$ cat src/rtl/fes_pkg.sv
package fes_pkg;

    typedef enum logic [3:0] {
        S_IDLE,
        S_SWE_SET,
        S_NEXT,
        S_WDT_ON,
        S_ESU_SET,
        S_PULSE,
        S_E_CLR,
        S_ESU_CLR,
        S_WDT_OFF,
        S_EV_SET,
        S_DUMMY,
        S_EV_WAIT,
        S_READ,
        S_EV_OK,
        S_EV_BAD,
        S_SWE_CLR
    } fes_state_e;

    localparam logic [15:0] ERASED_WORD = 16'hFFFF;
    localparam logic [15:0] DUMMY_WORD  = 16'h00FF;

endpackage

$ cat src/rtl/fes_wait_timer.sv
module fes_wait_timer #(
    parameter int W = 24
) (
    input  logic         clk,
    input  logic         rst_n,
    input  logic         load_i,
    input  logic [W-1:0] val_i,
    output logic         zero_o
);

    logic [W-1:0] cnt_q;

    always_ff @(posedge clk or negedge rst_n) begin
        if (!rst_n) begin
            cnt_q <= '0;
        end else if (load_i) begin
            cnt_q <= val_i;
        end else if (cnt_q != '0) begin
            cnt_q <= cnt_q - 1'b1;
        end
    end

    assign zero_o = (cnt_q == '0);

endmodule

$ cat src/rtl/fes_blk_pick.sv
module fes_blk_pick #(
    parameter int N  = 4,
    parameter int IW = 2
) (
    input  logic [N-1:0]  pend_i,
    output logic          found_o,
    output logic [IW-1:0] idx_o
);

    always_comb begin
        found_o = 1'b0;
        idx_o   = '0;
        for (int i = N - 1; i >= 0; i--) begin
            if (pend_i[i]) begin
                found_o = 1'b1;
                idx_o   = IW'(i);
            end
        end
    end

endmodule

$ cat src/rtl/flash_erase_seq.sv
module flash_erase_seq
    import fes_pkg::*;
#(
    parameter int NBLK      = 4,
    parameter int BLK_WORDS = 16,
    parameter int US_W      = 16,
    parameter int PLS_W     = 24,
    parameter int TRY_W     = 4,
    localparam int IW       = $clog2(NBLK),
    localparam int WOW      = $clog2(BLK_WORDS),
    localparam int AW       = IW + WOW
) (
    input  logic             clk,
    input  logic             rst_n,
    input  logic             start_i,
    input  logic [NBLK-1:0]  blk_mask_i,
    input  logic [US_W-1:0]  t_swe_on_i,
    input  logic [US_W-1:0]  t_swe_off_i,
    input  logic [US_W-1:0]  t_wdt_i,
    input  logic [US_W-1:0]  t_esu_on_i,
    input  logic [PLS_W-1:0] t_pulse_i,
    input  logic [US_W-1:0]  t_pulse_off_i,
    input  logic [US_W-1:0]  t_esu_off_i,
    input  logic [US_W-1:0]  t_ver_on_i,
    input  logic [US_W-1:0]  t_ver_rd_i,
    input  logic [US_W-1:0]  t_ver_off_i,
    input  logic [TRY_W-1:0] max_try_i,
    output logic             fl_swe_o,
    output logic             fl_esu_o,
    output logic             fl_e_o,
    output logic             fl_ev_o,
    output logic [NBLK-1:0]  fl_blk_o,
    output logic             wdt_en_o,
    output logic [AW-1:0]    fl_addr_o,
    output logic             fl_wr_o,
    output logic [15:0]      fl_wdata_o,
    output logic             fl_rd_o,
    input  logic [15:0]      fl_rdata_i,
    output logic             busy_o,
    output logic             done_o,
    output logic             fail_o,
    output logic [IW-1:0]    fail_blk_o,
    output logic [AW-1:0]    fail_addr_o
);

    localparam logic [WOW-1:0] LAST_OFF = WOW'(BLK_WORDS - 1);

    fes_state_e        state_q, nxt;
    logic [NBLK-1:0]   pend_q;
    logic [IW-1:0]     blk_q, pick_idx;
    logic [WOW-1:0]    woff_q;
    logic [TRY_W-1:0]  try_q, eff_max;
    logic              err_q, done_q, fail_q, pick_found, tz;
    logic [IW-1:0]     fblk_q;
    logic [AW-1:0]     faddr_q;
    logic [PLS_W-1:0]  wait_val;
    logic              word_bad, at_limit;

    fes_wait_timer #(.W(PLS_W)) u_timer (
        .clk    (clk),
        .rst_n  (rst_n),
        .load_i (nxt != state_q),
        .val_i  (wait_val),
        .zero_o (tz)
    );

    fes_blk_pick #(.N(NBLK), .IW(IW)) u_pick (
        .pend_i  (pend_q),
        .found_o (pick_found),
        .idx_o   (pick_idx)
    );

    assign eff_max  = (max_try_i == '0) ? TRY_W'(1) : max_try_i;
    assign at_limit = (try_q >= eff_max);
    assign word_bad = (fl_rdata_i != ERASED_WORD);

    // next state
    always_comb begin
        nxt = state_q;
        unique case (state_q)
            S_IDLE:    if (start_i && blk_mask_i != '0) nxt = S_SWE_SET;
            S_SWE_SET: if (tz) nxt = S_NEXT;
            S_NEXT:    nxt = pick_found ? S_WDT_ON : S_SWE_CLR;
            S_WDT_ON:  if (tz) nxt = S_ESU_SET;
            S_ESU_SET: if (tz) nxt = S_PULSE;
            S_PULSE:   if (tz) nxt = S_E_CLR;
            S_E_CLR:   if (tz) nxt = S_ESU_CLR;
            S_ESU_CLR: if (tz) nxt = S_WDT_OFF;
            S_WDT_OFF: if (tz) nxt = S_EV_SET;
            S_EV_SET:  if (tz) nxt = S_DUMMY;
            S_DUMMY:   nxt = S_EV_WAIT;
            S_EV_WAIT: if (tz) nxt = S_READ;
            S_READ: begin
                if (word_bad)                nxt = S_EV_BAD;
                else if (woff_q == LAST_OFF) nxt = S_EV_OK;
                else                         nxt = S_DUMMY;
            end
            S_EV_OK:   if (tz) nxt = S_NEXT;
            S_EV_BAD:  if (tz) nxt = at_limit ? S_SWE_CLR : S_WDT_ON;
            S_SWE_CLR: if (tz) nxt = S_IDLE;
        endcase
    end

    // wait count loaded on entry to the next state
    always_comb begin
        unique case (nxt)
            S_SWE_SET:           wait_val = PLS_W'(t_swe_on_i);
            S_WDT_ON, S_WDT_OFF: wait_val = PLS_W'(t_wdt_i);
            S_ESU_SET:           wait_val = PLS_W'(t_esu_on_i);
            S_PULSE:             wait_val = t_pulse_i;
            S_E_CLR:             wait_val = PLS_W'(t_pulse_off_i);
            S_ESU_CLR:           wait_val = PLS_W'(t_esu_off_i);
            S_EV_SET:            wait_val = PLS_W'(t_ver_on_i);
            S_EV_WAIT:           wait_val = PLS_W'(t_ver_rd_i);
            S_EV_OK, S_EV_BAD:   wait_val = PLS_W'(t_ver_off_i);
            S_SWE_CLR:           wait_val = PLS_W'(t_swe_off_i);
            default:             wait_val = '0;
        endcase
    end

    // state register
    always_ff @(posedge clk or negedge rst_n) begin
        if (!rst_n) state_q <= S_IDLE;
        else        state_q <= nxt;
    end

    // datapath registers
    always_ff @(posedge clk or negedge rst_n) begin
        if (!rst_n) begin
            pend_q  <= '0;
            blk_q   <= '0;
            woff_q  <= '0;
            try_q   <= '0;
            err_q   <= 1'b0;
            done_q  <= 1'b0;
            fail_q  <= 1'b0;
            fblk_q  <= '0;
            faddr_q <= '0;
        end else begin
            done_q <= 1'b0;
            fail_q <= 1'b0;
            unique case (state_q)
                S_IDLE: if (start_i) begin
                    pend_q  <= blk_mask_i;
                    err_q   <= 1'b0;
                    fblk_q  <= '0;
                    faddr_q <= '0;
                    if (blk_mask_i == '0) done_q <= 1'b1;
                end
                S_NEXT: if (pick_found) begin
                    blk_q <= pick_idx;
                    try_q <= TRY_W'(1);
                end
                S_EV_SET: woff_q <= '0;
                S_READ: begin
                    if (word_bad) begin
                        if (at_limit) begin
                            fblk_q  <= blk_q;
                            faddr_q <= fl_addr_o;
                        end
                    end else if (woff_q != LAST_OFF) begin
                        woff_q <= woff_q + 1'b1;
                    end
                end
                S_EV_OK: if (tz) pend_q[blk_q] <= 1'b0;
                S_EV_BAD: if (tz) begin
                    if (at_limit) err_q <= 1'b1;
                    else          try_q <= try_q + 1'b1;
                end
                S_SWE_CLR: if (tz) begin
                    done_q <= ~err_q;
                    fail_q <= err_q;
                end
                default: ;
            endcase
        end
    end

    // outputs decoded from state
    always_comb begin
        fl_swe_o = 1'b0;
        fl_esu_o = 1'b0;
        fl_e_o   = 1'b0;
        fl_ev_o  = 1'b0;
        wdt_en_o = 1'b0;
        fl_wr_o  = 1'b0;
        fl_rd_o  = 1'b0;
        fl_blk_o = '0;
        unique case (state_q)
            S_IDLE, S_SWE_CLR: ;
            S_SWE_SET, S_NEXT: fl_swe_o = 1'b1;
            S_WDT_ON, S_WDT_OFF, S_EV_OK, S_EV_BAD: begin
                fl_swe_o = 1'b1;
                fl_blk_o = NBLK'(1) << blk_q;
                wdt_en_o = (state_q == S_WDT_ON);
            end
            S_ESU_SET, S_PULSE, S_E_CLR, S_ESU_CLR: begin
                fl_swe_o = 1'b1;
                fl_blk_o = NBLK'(1) << blk_q;
                wdt_en_o = 1'b1;
                fl_esu_o = (state_q != S_ESU_CLR);
                fl_e_o   = (state_q == S_PULSE);
            end
            S_EV_SET, S_DUMMY, S_EV_WAIT, S_READ: begin
                fl_swe_o = 1'b1;
                fl_blk_o = NBLK'(1) << blk_q;
                fl_ev_o  = 1'b1;
                fl_wr_o  = (state_q == S_DUMMY);
                fl_rd_o  = (state_q == S_READ);
            end
        endcase
    end

    assign fl_addr_o   = {blk_q, woff_q};
    assign fl_wdata_o  = DUMMY_WORD;
    assign busy_o      = (state_q != S_IDLE);
    assign done_o      = done_q;
    assign fail_o      = fail_q;
    assign fail_blk_o  = fblk_q;
    assign fail_addr_o = faddr_q;

    // assertions
    p_blk_onehot_r2: assert property (@(posedge clk) disable iff (!rst_n)
        $onehot0(fl_blk_o));

    p_pulse_nested_r3: assert property (@(posedge clk) disable iff (!rst_n)
        fl_e_o |-> (fl_esu_o && wdt_en_o && fl_swe_o && fl_blk_o != '0));

    p_pulse_after_setup_r4: assert property (@(posedge clk) disable iff (!rst_n)
        $rose(fl_e_o) |-> $past(fl_esu_o));

    p_verify_alone_r5: assert property (@(posedge clk) disable iff (!rst_n)
        fl_ev_o |-> (!fl_esu_o && !wdt_en_o && !fl_e_o));

    p_access_in_verify_r5: assert property (@(posedge clk) disable iff (!rst_n)
        (fl_wr_o || fl_rd_o) |-> fl_ev_o);

    p_try_bound_r7: assert property (@(posedge clk) disable iff (!rst_n)
        (fl_blk_o != '0) |-> (try_q >= TRY_W'(1) && try_q <= eff_max));

    p_swe_close_r1: assert property (@(posedge clk) disable iff (!rst_n)
        $fell(fl_swe_o) |-> (fl_blk_o == '0 && !fl_ev_o && !wdt_en_o));

    p_done_pulse_r9: assert property (@(posedge clk) disable iff (!rst_n)
        (done_o || fail_o) |=> (!done_o && !fail_o));

    p_flags_excl_r9: assert property (@(posedge clk) disable iff (!rst_n)
        !(done_o && fail_o));

endmodule

$ cat config.mk
export PLATFORM = sky130hd
export DESIGN_NAME = flash_erase_seq
export DESIGN_NICKNAME = d
export VERILOG_FILES = /design/src/rtl/fes_pkg.sv /design/src/rtl/fes_wait_timer.sv /design/src/rtl/fes_blk_pick.sv /design/src/rtl/flash_erase_seq.sv
export SDC_FILE = /design/constraint.sdc
export NUM_CORES = 1
export LEC_CHECK = 0
export ABC_AREA = 1
export BUFFER_PORTS_ARGS = -buffer_cell sky130_fd_sc_hd__clkbuf_2
export CELL_PAD_IN_SITES_DETAIL_PLACEMENT = 1
export CELL_PAD_IN_SITES_GLOBAL_PLACEMENT = 1
export CORE_MARGIN = 3
export CORE_UTILIZATION = 28
export DETAILED_ROUTE_END_ITERATION = 6
export PLACE_DENSITY = 0.88
export SYNTH_ARGS = -nofsm -noshare
export SYNTH_HDL_FRONTEND = slang
export SYNTH_SLANG_ARGS = --single-unit
$ cat constraint.sdc
create_clock -name clk -period 2.4 [get_ports clk]
set_clock_uncertainty 0.1 [all_clocks]
set_input_delay 0 -clock clk [delete_from_list [all_inputs] [get_ports clk]]
set_output_delay 0 -clock clk [all_outputs]
set_load 0.05 [all_outputs]
Word-level counts from Yosys, hierarchy flattened
Index checks and enable logic that the tools add are counted.

Word-level logic and storage cells: 159. Bits of input ports: 195. Register bits: 53.

Reduce and logical (&&, ||, !) cells: 29. $add $sub $neg: 3. Shifts and indexed selects: 1. Magnitude comparators: 3. Equality and inequality tests: 42. Bitwise operators: 3. Mux-type cells: 67.

Operator list (number): 24-bit one-hot mux with 10 select lines (1); 4-bit two-way mux (23); 4-bit == test, second input constant (15); 4-bit one-hot mux with 15 select lines (1); 24-bit two-way mux (2); 4-bit by 3-bit == test with 1-bit output, second input constant (8); 24-bit logical NOT (1); 4-bit one-hot mux with 2 select lines (3); 24-bit nonzero test (1); 24-bit by 1-bit subtractor with 24-bit output, second input constant (1); 2-bit inequality test, second input constant (10); 1-bit two-way mux (19); 6-bit two-way mux (3); 16-bit inequality test, second input constant (1); 2-bit two-way mux (7); 14-bit OR reduction (1); 4-bit by 2-bit == test with 1-bit output, second input constant (3); 4-bit logical NOT (3); 6-bit one-hot mux with 2 select lines (1); 4-bit AND reduction (3); 2-bit nonzero test (6); 12-bit OR reduction (1); 4-bit OR reduction (3); 4-bit by 1-bit adder with 4-bit output, second input constant (2); other kinds (20) (29).

Depth between registers and ports, before layout
Word-level depth: 10. Gate-level depth with buffers: 21.

Hierarchy
Synthesis repeated with hierarchy kept, for this count alone.

Cell total of the unflattened synthesis: 896. Area, all modules: 5154.9 um^2.

Modules (own cells, without submodules): flash_erase_seq (cells an instance 634, area an instance 3499.6 um^2, seq. area each 675.6 um^2, instances 1); fes_wait_timer (cells an instance 254, area an instance 1619.1 um^2, seq. area each 600.6 um^2, instances 1); fes_blk_pick (cells an instance 8, area an instance 36.3 um^2, seq. area each 0.0 um^2, instances 1).

Worst setup path after synthesis
No wires, ideal clock.

Path kind: reg2reg. Start point: register woff_q[0]. End point: register u_timer.cnt_q[8]. Arrival time: 2.315 ns. Data required time: 2.174 ns. Buffers on the path: 1. Cell stages (with the launch flop): 18. Clock period less this slack: 2.541 ns. Path slack: -0.141 ns. Setup time: 0.126 ns. Path through: dfrtp_1 -> ha_1 -> nand2_1 -> inv_1 -> nand2_1 -> nand2_1 -> nand2_1 -> nor2_2 -> nand3_2 -> nand2_2 -> inv_1 -> nand2_1 -> nand2_4 -> buf_6 -> a21oi_1 -> nand3_1 -> nand2_1 -> a21oi_1.

Cells in the longest elaborated chain, start to end: 8. Elaborated cells on any way between the ends: 22. Those cells by class: eq/ne: 14; mux: 5; reduce/logical: 3.

RTL lines: from (decl) (line flash_erase_seq.sv:51) `logic [WOW-1:0] woff_q;`; from (signal assigned) (line flash_erase_seq.sv:162) `woff_q <= woff_q + 1'b1;`; 4-bit == test (*) (line flash_erase_seq.sv:95) `else if (woff_q == LAST_OFF) nxt = S_EV_OK;`; 3-bit two-way mux (*) (line flash_erase_seq.sv:95); 3-bit two-way mux (*) (line flash_erase_seq.sv:94) `if (word_bad) nxt = S_EV_BAD;`; 4-bit one-hot mux with 15 select lines (*) (line flash_erase_seq.sv:80) `unique case (state_q)`; net nxt[1] (line flash_erase_seq.sv:48) `fes_state_e state_q, nxt;`; 4-bit == test / 4-bit by 2-bit == test with 1-bit output (equally long branches) (line flash_erase_seq.sv:106) `unique case (nxt)`; 2-bit OR reduction (line flash_erase_seq.sv:106); 24-bit one-hot mux with 10 select lines (line flash_erase_seq.sv:106); 24-bit two-way mux (line fes_wait_timer.sv:16) `end else if (load_i) begin`; to (signal assigned) (line fes_wait_timer.sv:17) `cnt_q <= val_i;`; to (signal assigned) (line fes_wait_timer.sv:19) `cnt_q <= cnt_q - 1'b1;`; to (decl) (line fes_wait_timer.sv:11) `logic [W-1:0] cnt_q;`.

Mark *: on every way through the listed nets, which the timed path passes. The rest lies on a longest branch. A chain may end at the register's enable or synchronous reset.

Worst setup path after layout
Start point: register u_timer.cnt_q[1]. End point: register u_timer.cnt_q[14].

Cells in the longest elaborated chain, start to end: 7. Elaborated cells on any way between the ends: 34. Those cells by class: add/sub: 1; eq/ne: 13; mux: 15; reduce/logical: 5.

RTL lines: 24-bit logical NOT (line fes_wait_timer.sv:23) `assign zero_o = (cnt_q == '0);`; 4-bit two-way mux, or another cell as far along (line flash_erase_seq.sv:100) `S_SWE_CLR: if (tz) nxt = S_IDLE;`; 4-bit one-hot mux with 15 select lines (line flash_erase_seq.sv:80); 4-bit == test / 4-bit by 2-bit == test with 1-bit output (equally long branches) (line flash_erase_seq.sv:106); 2-bit OR reduction (line flash_erase_seq.sv:106); 24-bit one-hot mux with 10 select lines (line flash_erase_seq.sv:106); 24-bit two-way mux (line fes_wait_timer.sv:16).

Parallel ways exist; a longest one is shown, timed or not. The select of a mux whose other input is x is not followed.

==> results.sh <==
export IMPL_crit_start="u_timer.cnt_q[1]"
export IMPL_synth_edf_count=0
export IMPL_vias=7700
export IMPL_pin_count=239
export IMPL_r2r_setup_slack_ps=-510
export IMPL_clock_sinks=51
export IMPL_p_seq_share_pct=12.4
export IMPL_async_flop_share_pct=100
export IMPL_die_area_um2=19400
export IMPL_final_nets=1389
export IMPL_clk_path_buf_depth=2
export IMPL_cap_violations=0
export IMPL_yosysMostFrequentCell="nand2_1"
export IMPL_worst_pin_slew_ps=784
export IMPL_ys_flop_type="dfrtp_1"
export IMPL_final_antenna_net_count=0
export IMPL_synthToLayoutAreaGrowth_pct=72.9
export IMPL_synth_seq_cells=51
export IMPL_path_class="flip-flop to flip-flop"
export IMPL_synth_seq_area_share_pct=25.7
export IMPL_required_ps=2470
export IMPL_grt_antenna_before_repair=0
export IMPL_slew_headroom_pct=47.7
export IMPL_netlist_area_um2=4970
export IMPL_rsz0062_at_grt="true"
export IMPL_p_per_area_nw_per_um2=1450
export IMPL_overflow=0
export IMPL_cp_max_fo=7
export IMPL_dp_cells=1336
export IMPL_drive_gt1_share_pct=48.1
export IMPL_critPathCaptureType="flip-flop"
export IMPL_internal_power_w=0.00555
export IMPL_syn_avg_cell_area_um2=6.17
export IMPL_fp_row_count=48
export IMPL_grt_pass1_vias=7882
export IMPL_htreeDepth=2
export IMPL_synthTopCellsByArea="dfrtp_1, nand2_1, nand3_1"
export IMPL_core_um2=17400
export IMPL_drc=0
export IMPL_hpwl_um=19000
export IMPL_grt_usage_pct=27.3
export IMPL_grt_max_degree=29
export IMPL_start_util_pct=28.6
export IMPL_cts_buffers=5
export IMPL_die_w_um=139
export IMPL_clk_pin_slew_ps=100
export IMPL_setup_viol=31
export IMPL_synthDominantCellAreaShare_pct=25.7
export IMPL_die_y_um=139
export IMPL_worst_skew_pair_late_latency_ps=320
export IMPL_grt_pass1_wl_um=42700
export IMPL_max_clock_freq_mhz=344
export IMPL_root_buffer="clkbuf_16"
export IMPL_setup_slack_ps=-507
export IMPL_dr_pass1_iters=5
export IMPL_finalCritPeriodShare_pct=121
export IMPL_yosysWarnings=0
export IMPL_yosys_area_top_type="dfrtp_1"
export IMPL_clockPowerShare_pct=6.5
export IMPL_finalWirelength_um=31500
export IMPL_area_sequential_um2=1280
export IMPL_regToRegStartpoint="u_timer.cnt_q[1]"
export IMPL_status="complete, but fails checks"
export IMPL_final_max_slew_viol_count=0
export IMPL_rr_endpoint="u_timer.cnt_q[14]"
export IMPL_endpoint="u_timer.cnt_q[14]"
export IMPL_p_comb_share_pct=81.1
export IMPL_power_leakage_nw=4.63
export IMPL_antenna_cells=0
export IMPL_netSwitchingFraction_pct=55.4
export IMPL_syn_inst=805
export IMPL_yosysUniqueCellTypes=44
export IMPL_synthTopCellsByCount="nand2_1, nor2_1, inv_1, nand3_1, dfrtp_1"
export IMPL_fin_crit_ps=2910
export IMPL_hp_class="input pin to flip-flop"
export IMPL_wire_per_inst_um=22.3
export IMPL_cts_tree="yes"
export IMPL_violations="negative setup slack"
export IMPL_vias_per_cell=5.45
export IMPL_p_switching_w=0.00691
export IMPL_fin_cells=1413
export IMPL_whs_ps=6.15
export IMPL_finalHoldViolCount=0
export IMPL_peakVddDrop_uv=576
export IMPL_drtIter0Drc=550
export IMPL_multiInputGateArea_um2=3730
export IMPL_start_kind="flip-flop"
export IMPL_fill_cells=2278
export IMPL_r2r_cells=17
export IMPL_io_buffer_count=222
export IMPL_gp_congestion=0.920
export IMPL_crit_arrival_ps=2980
==> cells in the final DEF (no fill, tap or decap), drive strengths merged, types with 2 or more instances in the layout <==
master and n:
nand3 89, xor2 7, nor3 10, a22o 11, clkinv 2, inv 103, dlygate4sd3 18, ha 7
nor2 118, buf 158, a22oi 3, o21ai 40, nand3b 3, o22ai 5, dfrtp 51, conb 16
nand2 242, a21oi 50, clkbuf 229, nand4 7, xnor2 5, nor4 3, a31o 2
==> worst max-delay path, stage by stage, from the launching register on <==
cell and delay (ps):
dfrtp_1 430, inv_2 110, ha_4 170, nand2_4 80, nor2_8 200, nand3_4 180, nand2_2 140, nand3_4 120
buf_4 170, nand2_4 100, inv_1 90, nand2_4 140, nand2_8 100, buf_4 150, nand2_1 50, o21ai_0 130
o21ai_1 180, nand2_1 120
==> routing by layer <==
metal  track usage, %  vias up  share of wire (%)
li1                 -     3314                  -
met1             32.6     3688                 37
met2             48.6      540                 49
met3             4.24      158                7.5
met4             11.5        0                6.3
met5                0        -                  0
==> what timing repair did <==
item | 4_1_cts | 5_1_grt
cloned | 1 | 3
setup endpoints to repair | 24 | 34
gates resized for setup | 92 | 105
buffers inserted | 21 | 31
pin swaps | 39 | 57
hold buffers | 18 | 0
hold endpoints to repair | 37 | 0
==> cells by family after synthesis <==
kind of cell | count (synthesis) | synth area share, %
DFF | 51 | 25.7
adders and majority gates | 7 | 1.76
other | 2 | 0.151
AOI/OAI and AO/OA | 119 | 14.6
and+or+nand+nor | 471 | 42.3
buffers and inverters | 143 | 13.4
xor gates and xnor gates | 12 | 2.12
==> stage by stage <==
step | TNS [ps] | util [%] | worst slack, ps | instance area [um2] | total power [W]
floorplan | 0 | - | 31.2 | 5020 | 0.00579
global placement | -1020 | 40.9 | -188 | 7100 | 0.00839
detailed placement | -4510 | 40.9 | -311 | 7100 | 0.00871
CTS | -1550 | 45.8 | -120 | 7950 | 0.0105
global route | -10860 | 49.5 | -560 | 8590 | 0.0130
finish | -9300 | 49.5 | -507 | 8590 | 0.0125
==> registers in the layout, indices dropped and copies added (netlist names) <==
signal / flops
u_timer.cnt_q: 24
try_q: 4
fail_o: 1
done_o: 1
blk_q: 2
err_q: 1
fail_addr_o: 4
fail_blk_o: 2
woff_q: 4
pend_q: 4
state_q: 4
==> layout make-up <==
class,instances,share of cell area (%)
multi-input cells,626,43.4
repair buffers,400,31.9
flip-flops and latches,51,14.9
inverters,103,4.66
well taps,225,3.28
clock buffers,5,1.46
clock inverters,3,0.335
==> worst min path at each step <==
stage                          from                 to  slack (ps)  depth (start not counted)
floorplan                     rst_n           blk_q[0]        -400                          0
global placement              rst_n           try_q[2]         -20                          1
detailed placement            rst_n           try_q[2]         -10                          1
CTS                      t_wdt_i[0]   u_timer.cnt_q[0]           6                          5
global route        t_ver_off_i[11]  u_timer.cnt_q[11]          40                          5
finish                      start_i              err_q           6                          4
==> power groups by stage <==
stage	Sequential [W]	Clock [W]	Combinational, W
floorplan	0.00165	0	0.00415
global placement	0.00145	0	0.00694
detailed placement	0.00147	0	0.00724
CTS	0.00148	0.000788	0.00820
global route	0.00156	0.000833	0.0106
finish	0.00155	0.000808	0.0101
(Power assumes the default switching activity.)
